**src/rtl/exc_pkg.sv**
```systemverilog
package exc_pkg;
    localparam int XLEN   = 32;
    localparam int NLVL   = 8;
    localparam int CODE_W = 5;
    localparam int SEL_W  = 5;
    localparam int TIMER_LVL = 5;

    localparam logic [SEL_W-1:0] SEL_BADADDR = 5'd8;
    localparam logic [SEL_W-1:0] SEL_COUNT   = 5'd9;
    localparam logic [SEL_W-1:0] SEL_COMPARE = 5'd11;
    localparam logic [SEL_W-1:0] SEL_STATUS  = 5'd12;
    localparam logic [SEL_W-1:0] SEL_CAUSE   = 5'd13;
    localparam logic [SEL_W-1:0] SEL_EPC     = 5'd14;

    localparam logic [XLEN-1:0] HANDLER_VEC = 32'h8000_0180;

    typedef struct packed {
        logic [NLVL-1:0] mask;
        logic            exl;
        logic            ie;
    } status_t;

    typedef enum logic [1:0] {
        ACT_NONE,
        ACT_EXC,
        ACT_IRQ,
        ACT_RET
    } action_e;

    function automatic logic [XLEN-1:0] pack_status(status_t s);
        return {16'h0000, s.mask, 3'b000, 1'b1, 2'b00, s.exl, s.ie};
    endfunction

    function automatic logic [XLEN-1:0] pack_cause(logic [NLVL-1:0] pend,
                                                   logic [CODE_W-1:0] code);
        return {16'h0000, pend, 1'b0, code, 2'b00};
    endfunction

    function automatic logic is_entry(action_e a);
        return (a == ACT_EXC) || (a == ACT_IRQ);
    endfunction
endpackage

```
**src/rtl/exc_timer.sv**
```systemverilog
module exc_timer
    import exc_pkg::*;
#(
    parameter int TICK_CYCLES = 4
) (
    input  logic            clk,
    input  logic            rst,
    input  logic            cnt_we,
    input  logic            cmp_we,
    input  logic [XLEN-1:0] wdata,
    output logic [XLEN-1:0] count_q,
    output logic [XLEN-1:0] compare_q,
    output logic            flag_q
);
    localparam int PS_W = (TICK_CYCLES > 1) ? $clog2(TICK_CYCLES) : 1;
    localparam logic [PS_W-1:0] PS_LAST = PS_W'(TICK_CYCLES - 1);

    logic [PS_W-1:0] ps_q;
    logic            tick;
    logic [XLEN-1:0] count_inc;

    assign tick      = (ps_q == PS_LAST);
    assign count_inc = count_q + 1'b1;

    always_ff @(posedge clk) begin
        if (rst)       ps_q <= '0;
        else if (tick) ps_q <= '0;
        else           ps_q <= ps_q + 1'b1;
    end

    always_ff @(posedge clk) begin
        if (rst)         count_q <= '0;
        else if (cnt_we) count_q <= wdata;
        else if (tick)   count_q <= count_inc;
    end

    always_ff @(posedge clk) begin
        if (rst)         compare_q <= '0;
        else if (cmp_we) compare_q <= wdata;
    end

    always_ff @(posedge clk) begin
        if (rst)
            flag_q <= 1'b0;
        else if (cmp_we)
            flag_q <= 1'b0;
        else if (tick && !cnt_we && (count_inc == compare_q))
            flag_q <= 1'b1;
    end
endmodule

```
**src/rtl/exc_arbiter.sv**
```systemverilog
module exc_arbiter
    import exc_pkg::*;
(
    input  logic            exc_req,
    input  logic            eret_req,
    input  status_t         st,
    input  logic [NLVL-1:0] pend,
    input  logic [XLEN-1:0] epc,
    output action_e         act,
    output logic            redirect_vld,
    output logic [XLEN-1:0] redirect_pc
);
    logic irq_ok;

    assign irq_ok = st.ie && !st.exl && (|(pend & st.mask));

    always_comb begin
        if (exc_req)       act = ACT_EXC;
        else if (irq_ok)   act = ACT_IRQ;
        else if (eret_req) act = ACT_RET;
        else               act = ACT_NONE;
    end

    always_comb begin
        redirect_vld = (act != ACT_NONE);
        redirect_pc  = (act == ACT_RET) ? epc : HANDLER_VEC;
    end
endmodule

```
**src/rtl/exc_state_regs.sv**
```systemverilog
module exc_state_regs
    import exc_pkg::*;
(
    input  logic              clk,
    input  logic              rst,
    input  action_e           act,
    input  logic              wr_en,
    input  logic [SEL_W-1:0]  wr_sel,
    input  logic [XLEN-1:0]   wr_data,
    input  logic [XLEN-1:0]   victim_pc,
    input  logic [CODE_W-1:0] exc_code,
    input  logic              fault_addr_vld,
    input  logic [XLEN-1:0]   fault_addr,
    output status_t           st_q,
    output logic [CODE_W-1:0] code_q,
    output logic [XLEN-1:0]   epc_q,
    output logic [XLEN-1:0]   badaddr_q
);
    logic entry;

    assign entry = is_entry(act);

    // Status: the software write lands first, the hardware update overrides EXL.
    always_ff @(posedge clk) begin
        if (rst) begin
            st_q <= '0;
        end else begin
            if (wr_en && wr_sel == SEL_STATUS) begin
                st_q.mask <= wr_data[15:8];
                st_q.exl  <= wr_data[1];
                st_q.ie   <= wr_data[0];
            end
            if (entry)               st_q.exl <= 1'b1;
            else if (act == ACT_RET) st_q.exl <= 1'b0;
        end
    end

    always_ff @(posedge clk) begin
        if (rst) begin
            code_q <= '0;
        end else begin
            if (wr_en && wr_sel == SEL_CAUSE) code_q <= wr_data[6:2];
            if (entry) code_q <= (act == ACT_EXC) ? exc_code : '0;
        end
    end

    // EPC is frozen when the guard bit was already set before this entry.
    always_ff @(posedge clk) begin
        if (rst) begin
            epc_q <= '0;
        end else begin
            if (wr_en && wr_sel == SEL_EPC) epc_q <= wr_data;
            if (entry && !st_q.exl)         epc_q <= victim_pc;
        end
    end

    always_ff @(posedge clk) begin
        if (rst)
            badaddr_q <= '0;
        else if (act == ACT_EXC && fault_addr_vld)
            badaddr_q <= fault_addr;
    end
endmodule

```
**src/rtl/exc_ctrl_unit.sv**
```systemverilog
module exc_ctrl_unit
    import exc_pkg::*;
#(
    parameter int TICK_CYCLES = 4
) (
    input  logic                  clk,
    input  logic                  rst,
    input  logic                  reg_wr_en,
    input  logic [SEL_W-1:0]      reg_wr_sel,
    input  logic [XLEN-1:0]       reg_wr_data,
    input  logic [SEL_W-1:0]      reg_rd_sel,
    output logic [XLEN-1:0]       reg_rd_data,
    input  logic [NLVL-1:0]       irq_in,
    input  logic                  exc_req,
    input  logic [CODE_W-1:0]     exc_code,
    input  logic [XLEN-1:0]       victim_pc,
    input  logic                  fault_addr_vld,
    input  logic [XLEN-1:0]       fault_addr,
    input  logic                  eret_req,
    output logic                  redirect_vld,
    output logic [XLEN-1:0]       redirect_pc
);
    status_t           st_q;
    logic [CODE_W-1:0] code_q;
    logic [XLEN-1:0]   epc_q;
    logic [XLEN-1:0]   badaddr_q;
    logic [XLEN-1:0]   count_q;
    logic [XLEN-1:0]   compare_q;
    logic              tmr_pend;
    logic              exl_q;
    logic [NLVL-1:0]   pend;
    action_e           act;

    assign exl_q = st_q.exl;

    for (genvar g = 0; g < NLVL; g++) begin : g_pend
        if (g == TIMER_LVL) begin : g_tmr
            assign pend[g] = irq_in[g] | tmr_pend;
        end else begin : g_hw
            assign pend[g] = irq_in[g];
        end
    end

    exc_timer #(.TICK_CYCLES(TICK_CYCLES)) u_timer (
        .clk       (clk),
        .rst       (rst),
        .cnt_we    (reg_wr_en && reg_wr_sel == SEL_COUNT),
        .cmp_we    (reg_wr_en && reg_wr_sel == SEL_COMPARE),
        .wdata     (reg_wr_data),
        .count_q   (count_q),
        .compare_q (compare_q),
        .flag_q    (tmr_pend)
    );

    exc_arbiter u_arb (
        .exc_req      (exc_req),
        .eret_req     (eret_req),
        .st           (st_q),
        .pend         (pend),
        .epc          (epc_q),
        .act          (act),
        .redirect_vld (redirect_vld),
        .redirect_pc  (redirect_pc)
    );

    exc_state_regs u_regs (
        .clk            (clk),
        .rst            (rst),
        .act            (act),
        .wr_en          (reg_wr_en),
        .wr_sel         (reg_wr_sel),
        .wr_data        (reg_wr_data),
        .victim_pc      (victim_pc),
        .exc_code       (exc_code),
        .fault_addr_vld (fault_addr_vld),
        .fault_addr     (fault_addr),
        .st_q           (st_q),
        .code_q         (code_q),
        .epc_q          (epc_q),
        .badaddr_q      (badaddr_q)
    );

    always_comb begin
        case (reg_rd_sel)
            SEL_BADADDR: reg_rd_data = badaddr_q;
            SEL_COUNT:   reg_rd_data = count_q;
            SEL_COMPARE: reg_rd_data = compare_q;
            SEL_STATUS:  reg_rd_data = pack_status(st_q);
            SEL_CAUSE:   reg_rd_data = pack_cause(pend, code_q);
            SEL_EPC:     reg_rd_data = epc_q;
            default:     reg_rd_data = '0;
        endcase
    end
endmodule

```
**config.mk**
```make
export PLATFORM = sky130hd
export DESIGN_NAME = exc_ctrl_unit
export DESIGN_NICKNAME = d
export VERILOG_FILES = /design/src/rtl/exc_pkg.sv /design/src/rtl/exc_timer.sv /design/src/rtl/exc_arbiter.sv /design/src/rtl/exc_state_regs.sv /design/src/rtl/exc_ctrl_unit.sv
export SDC_FILE = /design/constraint.sdc
export NUM_CORES = 1
export LEC_CHECK = 0
export BUFFER_PORTS_ARGS = -buffer_cell sky130_fd_sc_hd__buf_2
export CAP_MARGIN = 30
export CORE_MARGIN = 2
export CORE_UTILIZATION = 45
export DETAILED_ROUTE_END_ITERATION = 10
export PLACE_DENSITY = 0.68
export SLEW_MARGIN = 10
export SYNTH_ARGS = -nofsm -noshare
export SYNTH_HDL_FRONTEND = slang
export SYNTH_HIERARCHICAL = 1
export SYNTH_SLANG_ARGS = --single-unit
```
**constraint.sdc**
```tcl
create_clock -name clk -period 4 [get_ports clk]
set_clock_uncertainty 0.05 [all_clocks]
set_input_delay 0.2 -clock clk [delete_from_list [all_inputs] [get_ports clk]]
set_output_delay 0.2 -clock clk [all_outputs]
set_load 0.02 [all_outputs]
```
==> key figures <==
Floorplanning
  – I/O pin total: between 150 and 200
  – Rows: 51
  – Core box area: a little under 20000 sq um
  – Total die area: 21000 sq um
  – Die height: 145 microns
  – Initial Util: 45.9%
  – Horiz. Die Dim: 145 microns

Setup path
  – Setup Crit Path Kind: register to register
  – WP buf/inv: 0
  – Req. time, crit path: 4230 ps
  – Arrival @ worst endpoint: slightly below 4000 ps
  – CP Capture Type: register
  – Cell mode on critical path: nand3_1
  – CP cell instances: ha_1 -> nand3_1 -> nor3_1 -> nand3_1 -> or4b_2 -> o211ai_1 -> a21oi_1 -> o31ai_1
  – R2R setup slack: between 300 and 400 ps
  – CP max FO: 11
  – Slowest CP cell: or4b_2
  – Cell family with most CP delay: simple AND/OR/NAND/NOR gates
  – Worst path max stage delay: around 680 ps
  – CP startpoint kind: register

Timing
  – Minimum clock period: between 3000 and 4000 ps
  – RSZ-0062 raised after global routing: false
  – Max Clk Rate: 0.276 GHz
  – Final Max Slew Viols: 0
  – Sum of negative setup slack: 0 ps
  – Setup Viol. Count Final: 0
  – Worst-margin pin slew: roughly 940 ps
  – Worst setup margin: 374 ps
  – Final worst path period share: between 90 and 100%
  – Final hold violations: 0
  – Rel. slew slack: a little under two fifths

Placement
  – PortBufs: 189
  – Post-placement cell area: 9850 sq um
  – Final GP Congestion: 0.915
  – HPWL after DPL: 23300 microns
  – Worst slack at placement: 480 ps
  – Placed cell count: 1506

Clock network
  – Worst skew pair latency: 430 ps
  – Total CTS buffers: 17
  – Max H-tree Level: 4
  – CTS Buffer Depth: 2
  – Cts hold-fix bufs: 48
  – Post-CTS Resized: 0
  – Setup Fix Bufs, Post-CTS: 0
  – CTS Root Cell: clkbuf_16
  – CTS tree: yes
  – Clock slew at reported path FFs: 60 ps
  – # clock sinks: 146

Route
  – Wire length per cell: 21.0 microns
  – Post-DRT Antenna Nets: 0
  – Post-DR vias/cell: 6.16
  – Residual DRC: 0
  – Routed WL: 33300 microns
  – DR iter-0 viols: 936
  – First-pass iteration count of the detailed router: 8
  – Via count: 9770

Yosys
  – Mapped Cells: 1140
  – Async set-reset flop share out of synthesis: 0%
  – Synth top area share: 32.7%
  – Mapped cell area: 8940 sq um
  – Top cells by area, synth: dfxtp_1 (33%), nand3_1 (6.7%), mux2i_1 (6.6%)
  – Largest area contributor in the netlist: dfxtp_1
  – Sequential area share after synthesis: 32.7%
  – Synthesized Nets: 1269
  – Synth unique cells: 75
  – Yosys reg bits: about 150
  – EDFF count, synth: 0
  – Post-synth top flop: dfxtp_1
  – Syn Area/Cell: 7.84 sq um
  – Ys Warns: 6

Final layout
  – Design Area, Final: 10900 sq um
  – Share of layout cells above drive strength 1: 20.1%
  – Finished Layout Cells: between 1.5k and 2k
  – Area growth from synthesis to layout: 22.3%
  – Filler instances: between 1.5k and 2k
  – Antenna cells: 0
  – Final #Nets: 1437

Pwr
  – Power Density: 346 nW/um^2
  – Clock power frac: 43.9%
  – Comb pwr share: 13.9%
  – Net Sw Power: 1.05 mW
  – Peak VDD IR: 0.000302 V
  – Final Power: ~3.8 mW
  – Switch share: 27.7%
  – Sequential share of power: 42.1%
  – P_leak: 4.43 nW
  – P_int: 2.73 mW

Global route
  – Gr ovfl total: 0
  – Largest net degree at the start of global routing: between 80 and 90
  – Total track usage: approximately 31%
  – First-pass GRT wire length: 51600 microns
  – Initial antenna violation count: 0
  – Number of global-route vias before repair: about 9.2k

Job
  – Max-Cap Viols: 0

Status
  – Status: complete, no violations

Worst hold path
  – Hold Path Class: input pin to register
tightest hold or removal path: stages:
cell and delay (ps):
buf_2 100, nor2_1 90, a311oi_1 50
metrics by stage:
step | hold slack [ps] | util (%)
after floorplan | 286 | -
after global placement | 364 | 50.5
after detailed placement | 360 | 50.6
after CTS | 1.51 | 56.2
after global routing | 12.9 | 56.2
final | 18.6 | 56.2
cells in the mapped netlist, types with 5 or more instances:
cell type	n
inv_1	11
nor4_1	10
clkbuf_1	47
nand2_1	98
nor2b_1	5
a21oi_1	70
a311oi_1	38
xor2_1	32
xnor2_1	42
nor2_1	126
dfxtp_1	146
o21ai_0	48
buf_1	10
a32o_1	6
buf_6	8
o22ai_1	6
nor3b_1	6
buf_2	26
nor3_1	14
and4_1	5
mux2i_1	59
mux2_2	8
o21ai_1	5
nand4_1	42
and3_1	36
a211oi_1	9
clkbuf_2	7
nand3_1	119
buf_4	7
or3_1	9
a221o_1	12
layout by cell type (no fill, tap or decap), types with 8 or more instances in the layout:
cell type,Yosys,routed
nand2_1,98,98
nand4_1,42,42
nand3_1,119,119
xor2_1,32,32
a311oi_1,38,38
a21oi_1,70,70
dlygate4sd3_1,0,48
buf_2,26,188
inv_1,11,11
mux2_2,8,8
a221o_1,12,12
clkbuf_16,0,17
or3_1,9,9
o21ai_0,48,48
buf_4,7,17
nor4_1,10,10
dfxtp_1,146,146
nor2_1,126,125
a211oi_1,9,9
nor3_1,14,14
xnor2_1,42,42
mux2i_1,59,59
and3_1,36,35
metal layers:
| layer | share of wire (%) | wire length, microns | up-vias | track usage (%) |
|---|---|---|---|---|
| met2 | 47 | 15500 | 571 | 51.1 |
| li1 | - | - | 4478 | - |
| met5 | 0 | 0 | - | 0 |
| met3 | 9.0 | 2990 | 108 | 6.48 |
| met1 | 40 | 13300 | 4613 | 38.6 |
| met4 | 4.7 | 1550 | 0 | 14.2 |
power by group through the flow:
stage | Combinational (mW) | Sequential, mW | Clock, mW
finish | 0.526 | 1.59 | 1.66
global route | 0.565 | 1.60 | 1.74
CTS | 0.514 | 1.59 | 1.68
detailed placement | 0.476 | 1.62 | 0
global placement | 0.466 | 1.62 | 0
floorplan | 0.303 | 1.59 | 0
logic make-up (layout without fill, tap and decap cells):
| kind of cell | count (synthesis) | after routing | share of synthesized area (%) |
|---|---|---|---|
| AO/OA/AOI/OAI | 220 | 220 | 16.5 |
| XOR/XNOR | 74 | 74 | 7.25 |
| adder cells (fa/ha/maj) | 4 | 4 | 0.560 |
| buffers and inverters | 120 | 301 | 6.47 |
| flip-flops | 146 | 146 | 32.7 |
| multiplexers | 67 | 67 | 7.61 |
| AND/OR/NAND/NOR | 509 | 509 | 28.9 |
final cells by class:
cell class | instances | area (sq um) | area share [%]
Clock inverter | 12 | 156 | 1.43
Inverter | 15 | 56.3 | 0.515
Timing Repair Buffer | 254 | 1570 | 14.4
Clock buffer | 20 | 447 | 4.09
Sequential cell | 146 | 2920 | 26.7
Multi-Input combinational cell | 874 | 5450 | 49.8
Tap cell | 265 | 332 | 3.03
flip-flops by register name, indices dropped and copies added, names as in the netlist:
register / count
u_regs/st_q: 10
u_timer/flag_q: 1
u_timer/compare_q: 32
u_regs/code_q: 5
u_regs/badaddr_q: 32
u_timer/count_q: 32
u_timer/ps_q: 2
u_regs/epc_q: 32
path summary, 6_finish.rpt:
kind,startpoint,to,cells after the start
max,u_timer/count_q[0],u_timer/flag_q,8
min,victim_pc[19],u_regs/epc_q[19],3
max reg2reg,u_timer/count_q[0],u_timer/flag_q,8
min reg2reg,u_timer/ps_q[0],u_timer/ps_q[0],1
No activity file was read; power rests on OpenSTA's default activity.
